File: src/rtl/wcf_pkg.sv
package wcf_pkg;

  // Pointer update selected by the {pop, push} pair
  typedef enum logic [1:0] {
    OP_IDLE = 2'b00,
    OP_PUSH = 2'b01,
    OP_POP  = 2'b10,
    OP_BOTH = 2'b11
  } wcf_op_e;

endpackage

File: src/rtl/wcf_packer.sv
module wcf_packer #(
  parameter int IN_W  = 8,
  parameter int RATIO = 2
) (
  input  logic                  clk,
  input  logic                  rst,
  input  logic                  take,
  input  logic [IN_W-1:0]       din,
  output logic                  word_we,
  output logic [IN_W*RATIO-1:0] word,
  output logic                  pair_open
);
  localparam int PH_W = (RATIO > 1) ? $clog2(RATIO) : 1;
  localparam logic [PH_W-1:0] PH_LAST = PH_W'(RATIO - 1);
  localparam logic [PH_W-1:0] PH_ONE  = PH_W'(1);

  logic [PH_W-1:0] phase;
  logic            last;
  logic [IN_W-1:0] hold [RATIO-1];

  assign last = (phase == PH_LAST);

  always_ff @(posedge clk) begin
    if (rst)
      phase <= '0;
    else if (take)
      phase <= last ? '0 : phase + PH_ONE;
  end

  // One holding lane for each byte that waits for the final byte of the word
  for (genvar i = 0; i < RATIO - 1; i++) begin : g_lane
    always_ff @(posedge clk) begin
      if (rst)
        hold[i] <= '0;
      else if (take && phase == PH_W'(i))
        hold[i] <= din;
    end
    assign word[i*IN_W +: IN_W] = hold[i];
  end

  // The final byte goes straight into the top lane
  assign word[(RATIO-1)*IN_W +: IN_W] = din;
  assign word_we   = take && last;
  assign pair_open = (phase != '0);

  // a completed word always leaves the packer at lane zero
  a_r1_phase_restarts: assert property (@(posedge clk) disable iff (rst)
    word_we |=> !pair_open);

endmodule

File: src/rtl/wcf_ptrs.sv
module wcf_ptrs
  import wcf_pkg::*;
#(
  parameter int ADDR_W = 3
) (
  input  logic              clk,
  input  logic              rst,
  input  logic              push,
  input  logic              pop,
  output logic [ADDR_W-1:0] wr_idx,
  output logic [ADDR_W-1:0] rd_idx,
  output logic              empty,
  output logic              full
);
  localparam logic [ADDR_W-1:0] ONE = ADDR_W'(1);

  logic    lap;
  logic    wr_last, rd_last;
  wcf_op_e op;

  assign wr_last = (wr_idx == '1);
  assign rd_last = (rd_idx == '1);
  assign op      = wcf_op_e'({pop, push});

  always_ff @(posedge clk) begin
    if (rst) begin
      wr_idx <= '0;
      rd_idx <= '0;
      lap    <= 1'b0;
    end else begin
      unique case (op)
        OP_PUSH: begin
          wr_idx <= wr_idx + ONE;
          lap    <= lap ^ wr_last;
        end
        OP_POP: begin
          rd_idx <= rd_idx + ONE;
          lap    <= lap ^ rd_last;
        end
        OP_BOTH: begin
          wr_idx <= wr_idx + ONE;
          rd_idx <= rd_idx + ONE;
          lap    <= lap ^ wr_last ^ rd_last;
        end
        default: ;
      endcase
    end
  end

  // Equal counters with no lap mean nothing is stored. The counter one step
  // ahead of the write side, with the lap it would carry, meeting the read
  // counter means only the reserved slot is free.
  assign empty = (wr_idx == rd_idx) && !lap;
  assign full  = ((wr_idx + ONE) == rd_idx) && (lap ^ wr_last);

  a_r3_flags_exclusive: assert property (@(posedge clk) disable iff (rst)
    !(empty && full));
  a_r4_no_push_when_full: assert property (@(posedge clk) disable iff (rst)
    full |-> !push);
  a_r6_no_pop_when_empty: assert property (@(posedge clk) disable iff (rst)
    empty |-> !pop);

endmodule

File: src/rtl/wcf_store.sv
module wcf_store #(
  parameter int W      = 16,
  parameter int ADDR_W = 3
) (
  input  logic              clk,
  input  logic              rst,
  input  logic              we,
  input  logic [ADDR_W-1:0] waddr,
  input  logic [W-1:0]      wdata,
  input  logic              re,
  input  logic [ADDR_W-1:0] raddr,
  output logic [W-1:0]      rdata
);
  localparam int DEPTH = 1 << ADDR_W;

  logic [W-1:0] mem [DEPTH];

  always_ff @(posedge clk) begin
    if (we)
      mem[waddr] <= wdata;
  end

  always_ff @(posedge clk) begin
    if (rst)
      rdata <= '0;
    else if (re)
      rdata <= mem[raddr];
  end

  a_r7_rdata_holds: assert property (@(posedge clk) disable iff (rst)
    !re |=> $stable(rdata));

endmodule

File: src/rtl/wconv_fifo.sv
module wconv_fifo #(
  parameter int IN_W   = 8,
  parameter int RATIO  = 2,
  parameter int ADDR_W = 3
) (
  input  logic                  clk,
  input  logic                  rst,
  input  logic                  wr_en,
  input  logic [IN_W-1:0]       wr_byte,
  input  logic                  rd_en,
  output logic [IN_W*RATIO-1:0] rd_word,
  output logic                  empty,
  output logic                  full
);
  localparam int OUT_W = IN_W * RATIO;

  logic              take, pop, word_we, pair_open;
  logic [OUT_W-1:0]  word;
  logic [ADDR_W-1:0] wr_idx, rd_idx;

  assign take = wr_en && !full;
  assign pop  = rd_en && !empty;

  wcf_packer #(.IN_W(IN_W), .RATIO(RATIO)) u_packer (
    .clk(clk), .rst(rst), .take(take), .din(wr_byte),
    .word_we(word_we), .word(word), .pair_open(pair_open)
  );

  wcf_ptrs #(.ADDR_W(ADDR_W)) u_ptrs (
    .clk(clk), .rst(rst), .push(word_we), .pop(pop),
    .wr_idx(wr_idx), .rd_idx(rd_idx), .empty(empty), .full(full)
  );

  wcf_store #(.W(OUT_W), .ADDR_W(ADDR_W)) u_store (
    .clk(clk), .rst(rst), .we(word_we), .waddr(wr_idx), .wdata(word),
    .re(pop), .raddr(rd_idx), .rdata(rd_word)
  );

  a_r5_full_write_ignored: assert property (@(posedge clk) disable iff (rst)
    (full && wr_en && !rd_en) |=> ($stable(wr_idx) && $stable(pair_open) && full));
  a_r6_empty_read_ignored: assert property (@(posedge clk) disable iff (rst)
    (empty && rd_en) |=> ($stable(rd_word) && $stable(rd_idx)));
  a_r3_lone_byte_keeps_empty: assert property (@(posedge clk) disable iff (rst)
    (empty && !pair_open && wr_en) |=> empty);

endmodule

File: config.mk
export PLATFORM = sky130hd
export DESIGN_NAME = wconv_fifo
export DESIGN_NICKNAME = d
export VERILOG_FILES = /design/src/rtl/wcf_pkg.sv /design/src/rtl/wcf_packer.sv /design/src/rtl/wcf_ptrs.sv /design/src/rtl/wcf_store.sv /design/src/rtl/wconv_fifo.sv
export SDC_FILE = /design/constraint.sdc
export NUM_CORES = 1
export LEC_CHECK = 0
export ABC_AREA = 1
export BUFFER_PORTS_ARGS = -buffer_cell sky130_fd_sc_hd__clkbuf_2
export CAP_MARGIN = 20
export CORE_UTILIZATION = 35
export CTS_CLUSTER_SIZE = 8
export DETAILED_ROUTE_END_ITERATION = 8
export SLEW_MARGIN = 20
export SYNTH_ARGS = -nofsm -noshare
export SYNTH_HDL_FRONTEND = slang
export SYNTH_HIERARCHICAL = 1
export SYNTH_SLANG_ARGS = --single-unit
File: constraint.sdc
create_clock -name clk -period 3.7 [get_ports clk]
set_clock_uncertainty 0.2 [all_clocks]
set_input_delay 0.37 -clock clk [delete_from_list [all_inputs] [get_ports clk]]
set_output_delay 0.37 -clock clk [all_outputs]
set_load 0.05 [all_outputs]
# Yosys cells after proc, flatten, opt, wreduce, memory -nomap -nowiden
# Memory sizes are Yosys's and may differ from the RTL's. A register that Yosys moved wholly into a read port is not among the register bits.
# Cells that the tools add are included.
[op_classes] add_sub_neg=3 eq_ne=7 n_mux=11 n_bitwise=4 n_reduce_logical=13
[op_table] cell="$mux W1" count=9
[op_table] cell="$mux W8" count=1
[op_table] cell="$reduce_or A8 Y1" count=1
[op_table] cell="$add A3 B1 Y3 const B" count=2
[op_table] cell="$eq A3 B3 Y1" count=2
[op_table] cell="$eq A3 B3 Y1 const B" count=2
[op_table] cell="$logic_and A1 B1 Y1" count=6
[op_table] cell="$eq A2 B2 Y1 const B" count=2
[op_table] cell="$reduce_or A2 Y1" count=2
[op_table] cell="$logic_not A1 Y1" count=3
[op_table] cell="$pmux W1 S3" count=1
[op_table] cell="$reduce_bool A3 Y1" count=1
[op_table] cell="$xor A1 B1 Y1" count=3
[op_table] cell="$eq A2 B1 Y1 const B" count=1
[op_table] cell="$add A1 B1 Y1 const B" count=1
[op_table] cell="$not A1 Y1" count=1
[word_totals] ff_bits=8 ram_bits=136 in_bits=12 out_inout_bits=18 elab_cells=44 n_memories=2
[memory_table] name="u_store.mem" depth=8 word_bits=16 read_ports=1 rd_ports_with_merged_regs=1 wr=1 line_no="wcf_store.sv:16" text="logic [W-1:0] mem [DEPTH];"
[memory_table] name="u_packer.hold" depth=1 word_bits=8 read_ports=1 rd_ports_with_merged_regs=0 wr=1 line_no="wcf_packer.sv:19" text="logic [IN_W-1:0] hold [RATIO-1];"

# Depth between registers and ports, before layout
[depth] ltp_word=11 mapped_depth=14 depth_no_buf=14

# Hierarchy
# Netlist, hierarchy kept.
[by_module_without_submodules] module="wcf_store" n_inst=1 cells_each=592 area_each_um2=6145.9 seq_area_each_um2=4164.0
[by_module_without_submodules] module="wcf_packer" n_inst=1 cells_each=42 area_each_um2=430.4 seq_area_each_um2=260.2
[by_module_without_submodules] module="wcf_ptrs" n_inst=1 cells_each=53 area_each_um2=401.6 seq_area_each_um2=140.1
[by_module_without_submodules] module="wconv_fifo" n_inst=1 cells_each=4 area_each_um2=20.0 seq_area_each_um2=0.0

# Worst setup path before layout
# No wires, ideal clock.
[synth_path] path_kind="register to register" startpoint="reg u_ptrs.wr_idx[0]" endpoint="mem u_store.mem[1][0], enable pin" setup_time_ns=0.388 t_arrival_ns=2.403 t_required_ns=3.112 path_slack_ns=0.708 path_stages_with_launch=11 n_path_buf=0 period_less_slack_ns=2.992 cell_sequence="dfxtp_1 -> ha_1 -> ha_1 -> xnor2_1 -> nand2_1 -> nor3_2 -> nor2_2 -> nand2_1 -> inv_1 -> nand2_1 -> nor2_1"
[synth_between] elab_chain_cells=8 word_cells_on_any_way=10 classes_between="1 x add/sub; 2 x eq/ne; 2 x mux; 1 x bitwise; 4 x reduce/logical"
[synth_lines] element="from (decl)" line_no="wcf_ptrs.sv:10" text="output logic [ADDR_W-1:0] wr_idx,"
[synth_lines] element="from (signal assigned)" line_no="wcf_ptrs.sv:33" text="wr_idx <= wr_idx + ONE;"
[synth_lines] element="from (signal assigned)" line_no="wcf_ptrs.sv:41" text="wr_idx <= wr_idx + ONE;"
[synth_lines] element="$add A3 B1 Y3 / $eq A3 B3 Y1 (equally long branches)" line_no="wcf_ptrs.sv:54, wcf_ptrs.sv:21"
[synth_lines] element="$eq A3 B3 Y1 / $xor A1 B1 Y1 (equally long branches)" line_no="wcf_ptrs.sv:54" text="assign full = ((wr_idx + ONE) == rd_idx) && (lap ^ wr_last);"
[synth_lines] element="$logic_and A1 B1 Y1 *" line_no="wcf_ptrs.sv:54"
[synth_lines] element="via full" line_no="wconv_fifo.sv:13" text="output logic full"
[synth_lines] element="$logic_not A1 Y1 *" line_no="wconv_fifo.sv:21" text="assign take = wr_en && !full;"
[synth_lines] element="$logic_and A1 B1 Y1 *" line_no="wconv_fifo.sv:21"
[synth_lines] element="via take" line_no="wconv_fifo.sv:17" text="logic take, pop, word_we, pair_open;"
[synth_lines] element="$logic_and A1 B1 Y1 *" line_no="wcf_packer.sv:43" text="assign word_we = take && last;"
[synth_lines] element="via word_we" line_no="wconv_fifo.sv:17"
[synth_lines] element="$mux W1 *" line_no="wcf_store.sv:19" text="if (we)"
[synth_lines] element="$mux W1 (not written as such) *" line_no="wcf_store.sv:20" text="mem[waddr] <= wdata;"
[synth_lines] element="to (decl)" line_no="wcf_store.sv:16"
# The timed path passes the listed nets; every way through them passes the cells marked *.

# Final worst setup path
[layout_path] startpoint="reg u_ptrs.wr_idx[0]" endpoint="mem u_store.mem[3][8], enable pin"
[layout_between] elab_chain_cells=8 word_cells_on_any_way=10 classes_between="1 x add/sub; 2 x eq/ne; 2 x mux; 1 x bitwise; 4 x reduce/logical"
[layout_lines] element="$add A3 B1 Y3 / $eq A3 B3 Y1 (equally long branches)" line_no="wcf_ptrs.sv:54, wcf_ptrs.sv:21"
[layout_lines] element="$eq A3 B3 Y1 / $xor A1 B1 Y1 (equally long branches)" line_no="wcf_ptrs.sv:54"
[layout_lines] element="$logic_and A1 B1 Y1 *" line_no="wcf_ptrs.sv:54"
[layout_lines] element="$logic_not A1 Y1 *" line_no="wconv_fifo.sv:21"
[layout_lines] element="$logic_and A1 B1 Y1 *" line_no="wconv_fifo.sv:21"
[layout_lines] element="via take" line_no="wconv_fifo.sv:17"
[layout_lines] element="$logic_and A1 B1 Y1 *" line_no="wcf_packer.sv:43"
[layout_lines] element="via word_we" line_no="wconv_fifo.sv:17"
[layout_lines] element="$mux W1 *" line_no="wcf_store.sv:19"
[layout_lines] element="$mux W1 (not written as such) *" line_no="wcf_store.sv:20"
# Marks and branches as above.

==> results.toml <==
[drt]
drtIter0Drc = 377
finalWirelength_mm = 15.6
drc = 0
postRouteAntennaNets = 0
vias = 4437
viasPerCell = 4.45
first_pass_iters = 5
wl_per_cell_um = 15.7

[clock_network]
clkTransAtPathRegs_ns = 0.06
cts.path.max_buffers = 2
cts-root-buf = "clkbuf_16"
htree_levels = 4
numCtsBuffers = 17
tritoncts = "yes"
cts_setup_buffers = 0
clk_latency_ns = 0.42
cts.sinks = 160
cts_resized = 0
hold_buffers = 0

[timing]
fin_tns_setup_ns = 0
maxSlewViolCount = 0
rsz0062_at_grt = "false"
min_period_ns = 2.73
slew_headroom_pct = 32.2
worst_pin_slew_ns = 1.02
finalHoldViolations = 0
clock.fmax_ghz = 0.366
fin_crit_sh_pct = 73.9
setup_viol = 0
hold_slack_ns = 0.0535

[yosys]
yosysMostFrequentCell = "nand2_1"
ys_async_sr_fraction_pct = 0
seq_area_frac_synth_pct = 65.2
synth_nets = 707
synth_top_area_share_pct = 58.4
yosys.cell_types.count = 24
yosys_most_used_dff = "edfxtp_1"
synth-edff-count = 136
synthesis.area_um2 = 7000
syn_inst = 691
synth_top_cells_by_area = "edfxtp_1 58%, nand2_1 8.6%, inv_1 8.0%"
synthTopCellsByCount = "161 x nand2_1, 150 x inv_1, 136 x edfxtp_1, 99 x nand3_1, 24 x dfxtp_1"
ys_ff_latch = 160
synth_top_area_cell = "edfxtp_1"
yosys_warnings = 6
synth.avg_cell_area_um2 = 10.1

[die]
io_pins = 30
rows = 51
fp.dieH_um = 143
die-area_um2 = 20600
coreArea_um2 = 19500
initial_utilization_pct = 35.8
chipWidth_um = 143

[worst_setup_path]
reg2regPathDepth = 11
rr_endpoint = "u_store/mem[3][8]"
crit_type = "reg -> reg"
crit_arrival_ns = 2.65
start_kind = "flip-flop"
endpoint_kind = "flip-flop"
reg2reg_setup_slack_ns = 0.97
cp_max_fo = 16
r2r-start = "u_ptrs/wr_idx[0]"
critPathRequiredTime_ns = 3.61

[power]
vdd_ir_drop_max_v = 0.000236
leakage_nw = 3.46
power.total_w = 0.00541
power_per_cell_area_nw_per_um2 = 683

[finish]
utilization_pct = 40.6
final_nets = 735
seqCellArea_um2 = 4570
drive_gt1_share_pct = 14.2
multi_input_area_um2 = 1610
fill_cells = 1901
antenna_cells = 0
syn_to_final_growth_pct = 13.2

[min_path]
min_to = "u_ptrs/rd_idx[0]"
whs_path_depth = 2
holdCritPathClass = "in -> reg"
hp-start = "rst"

[job]
maxCapViolations = 0

[global_route]
overflow = 0
grt_pass1_vias = 3980
grt.total_usage_pct = 16.3
grt_max_degree = 60
antenna_found_initial = 0
grt_first_pass_wirelength_mm = 23.6

[run_status]
status = "finished clean"

[place]
place_hpwl_mm = 10.0
place_congestion = 0.802
io_buffers = 29
## critical path, cell delays in order (launching register included)
cell and delay [ns]:
dfxtp_1 0.36, ha_1 0.22, ha_1 0.29, xnor2_1 0.13, nand2_1 0.10, nor3_2 0.05
nor2_2 0.20, nand2_1 0.08, inv_1 0.16, nand2_1 0.22, nor2_1 0.16, buf_4 0.26
## per-layer routing
metal	GRT usage (%)	routed length, µm
met5	0	0
met1	23.3	7610
met2	23.8	6870
met3	3.73	939
met4	6.27	222
## state kept, by name, indices dropped and copies added (netlist names)
name	count
u_store/mem	128
u_store/rdata	16
u_packer/hold	8
u_ptrs/rd_idx	3
u_ptrs/wr_idx	3
u_packer/pair_open	1
u_ptrs/lap	1
## power breakdown
part	leakage [nW]	switching, W	internal, W
Sequential	1.45	0.0000768	0.00207
Clock	0.279	0.000699	0.000990
Combinational	1.73	0.00117	0.000406
Total	3.46	0.00195	0.00346
## cell type report
cell class                      count  share of cell area (%)
Sequential cell                   160                    57.6
Inverter                          156                    7.39
Clock inverter                     14                    1.82
Clock buffer                       18                    5.42
Tap cell                          265                    4.18
Timing Repair Buffer               44                    3.25
Multi-Input combinational cell    340                    20.3
## how the worst max path moves through the flow
stage          cells after the start  slack [ns]             start                 end
2_1_floorplan                     10        0.71  u_ptrs/wr_idx[0]   u_store/mem[1][0]
3_3_place_gp                      11        1.04  u_ptrs/wr_idx[0]   u_store/mem[3][9]
3_5_place_dp                      11        1.01  u_ptrs/wr_idx[0]   u_store/mem[2][7]
4_1_cts                           11         1.0  u_ptrs/wr_idx[0]   u_store/mem[3][8]
5_1_grt                           11        0.80  u_ptrs/wr_idx[0]  u_store/mem[0][10]
6_report                          11        0.97  u_ptrs/wr_idx[0]   u_store/mem[3][8]
## kinds of logic after synthesis
kind of cell	share of synthesized area, %
compound gates	3.79
xor+xnor	0.626
fa+ha+maj	0.715
buf+inv	11.8
flops	65.2
simple gates	17.8
## layout by cell type (no fill, tap or decap), drive strengths merged
cell	Yosys	layout
a21oi	19	19
buf	31	15
bufinv	0	2
clkbuf	4	47
clkinv	0	10
clkinvlp	0	2
dfxtp	24	24
edfxtp	136	136
ha	4	4
inv	156	156
nand2	161	161
nand3	101	101
nor2	25	25
nor3	2	2
o21ai	22	22
or2	1	1
xnor2	3	3
xor2	2	2
## stage by stage
stage | std cells | setup WS [ns] | cell area (µm²)
6_report | 997 | 0.966 | 7930
5_1_grt | 997 | 0.801 | 7930
4_1_cts | 997 | 0.995 | 7930
3_5_place_dp | 965 | 1.01 | 7350
3_3_place_gp | 965 | 1.04 | 7350
2_1_floorplan | 691 | 0.708 | 7000
No activity file was read; power rests on OpenSTA's default activity.
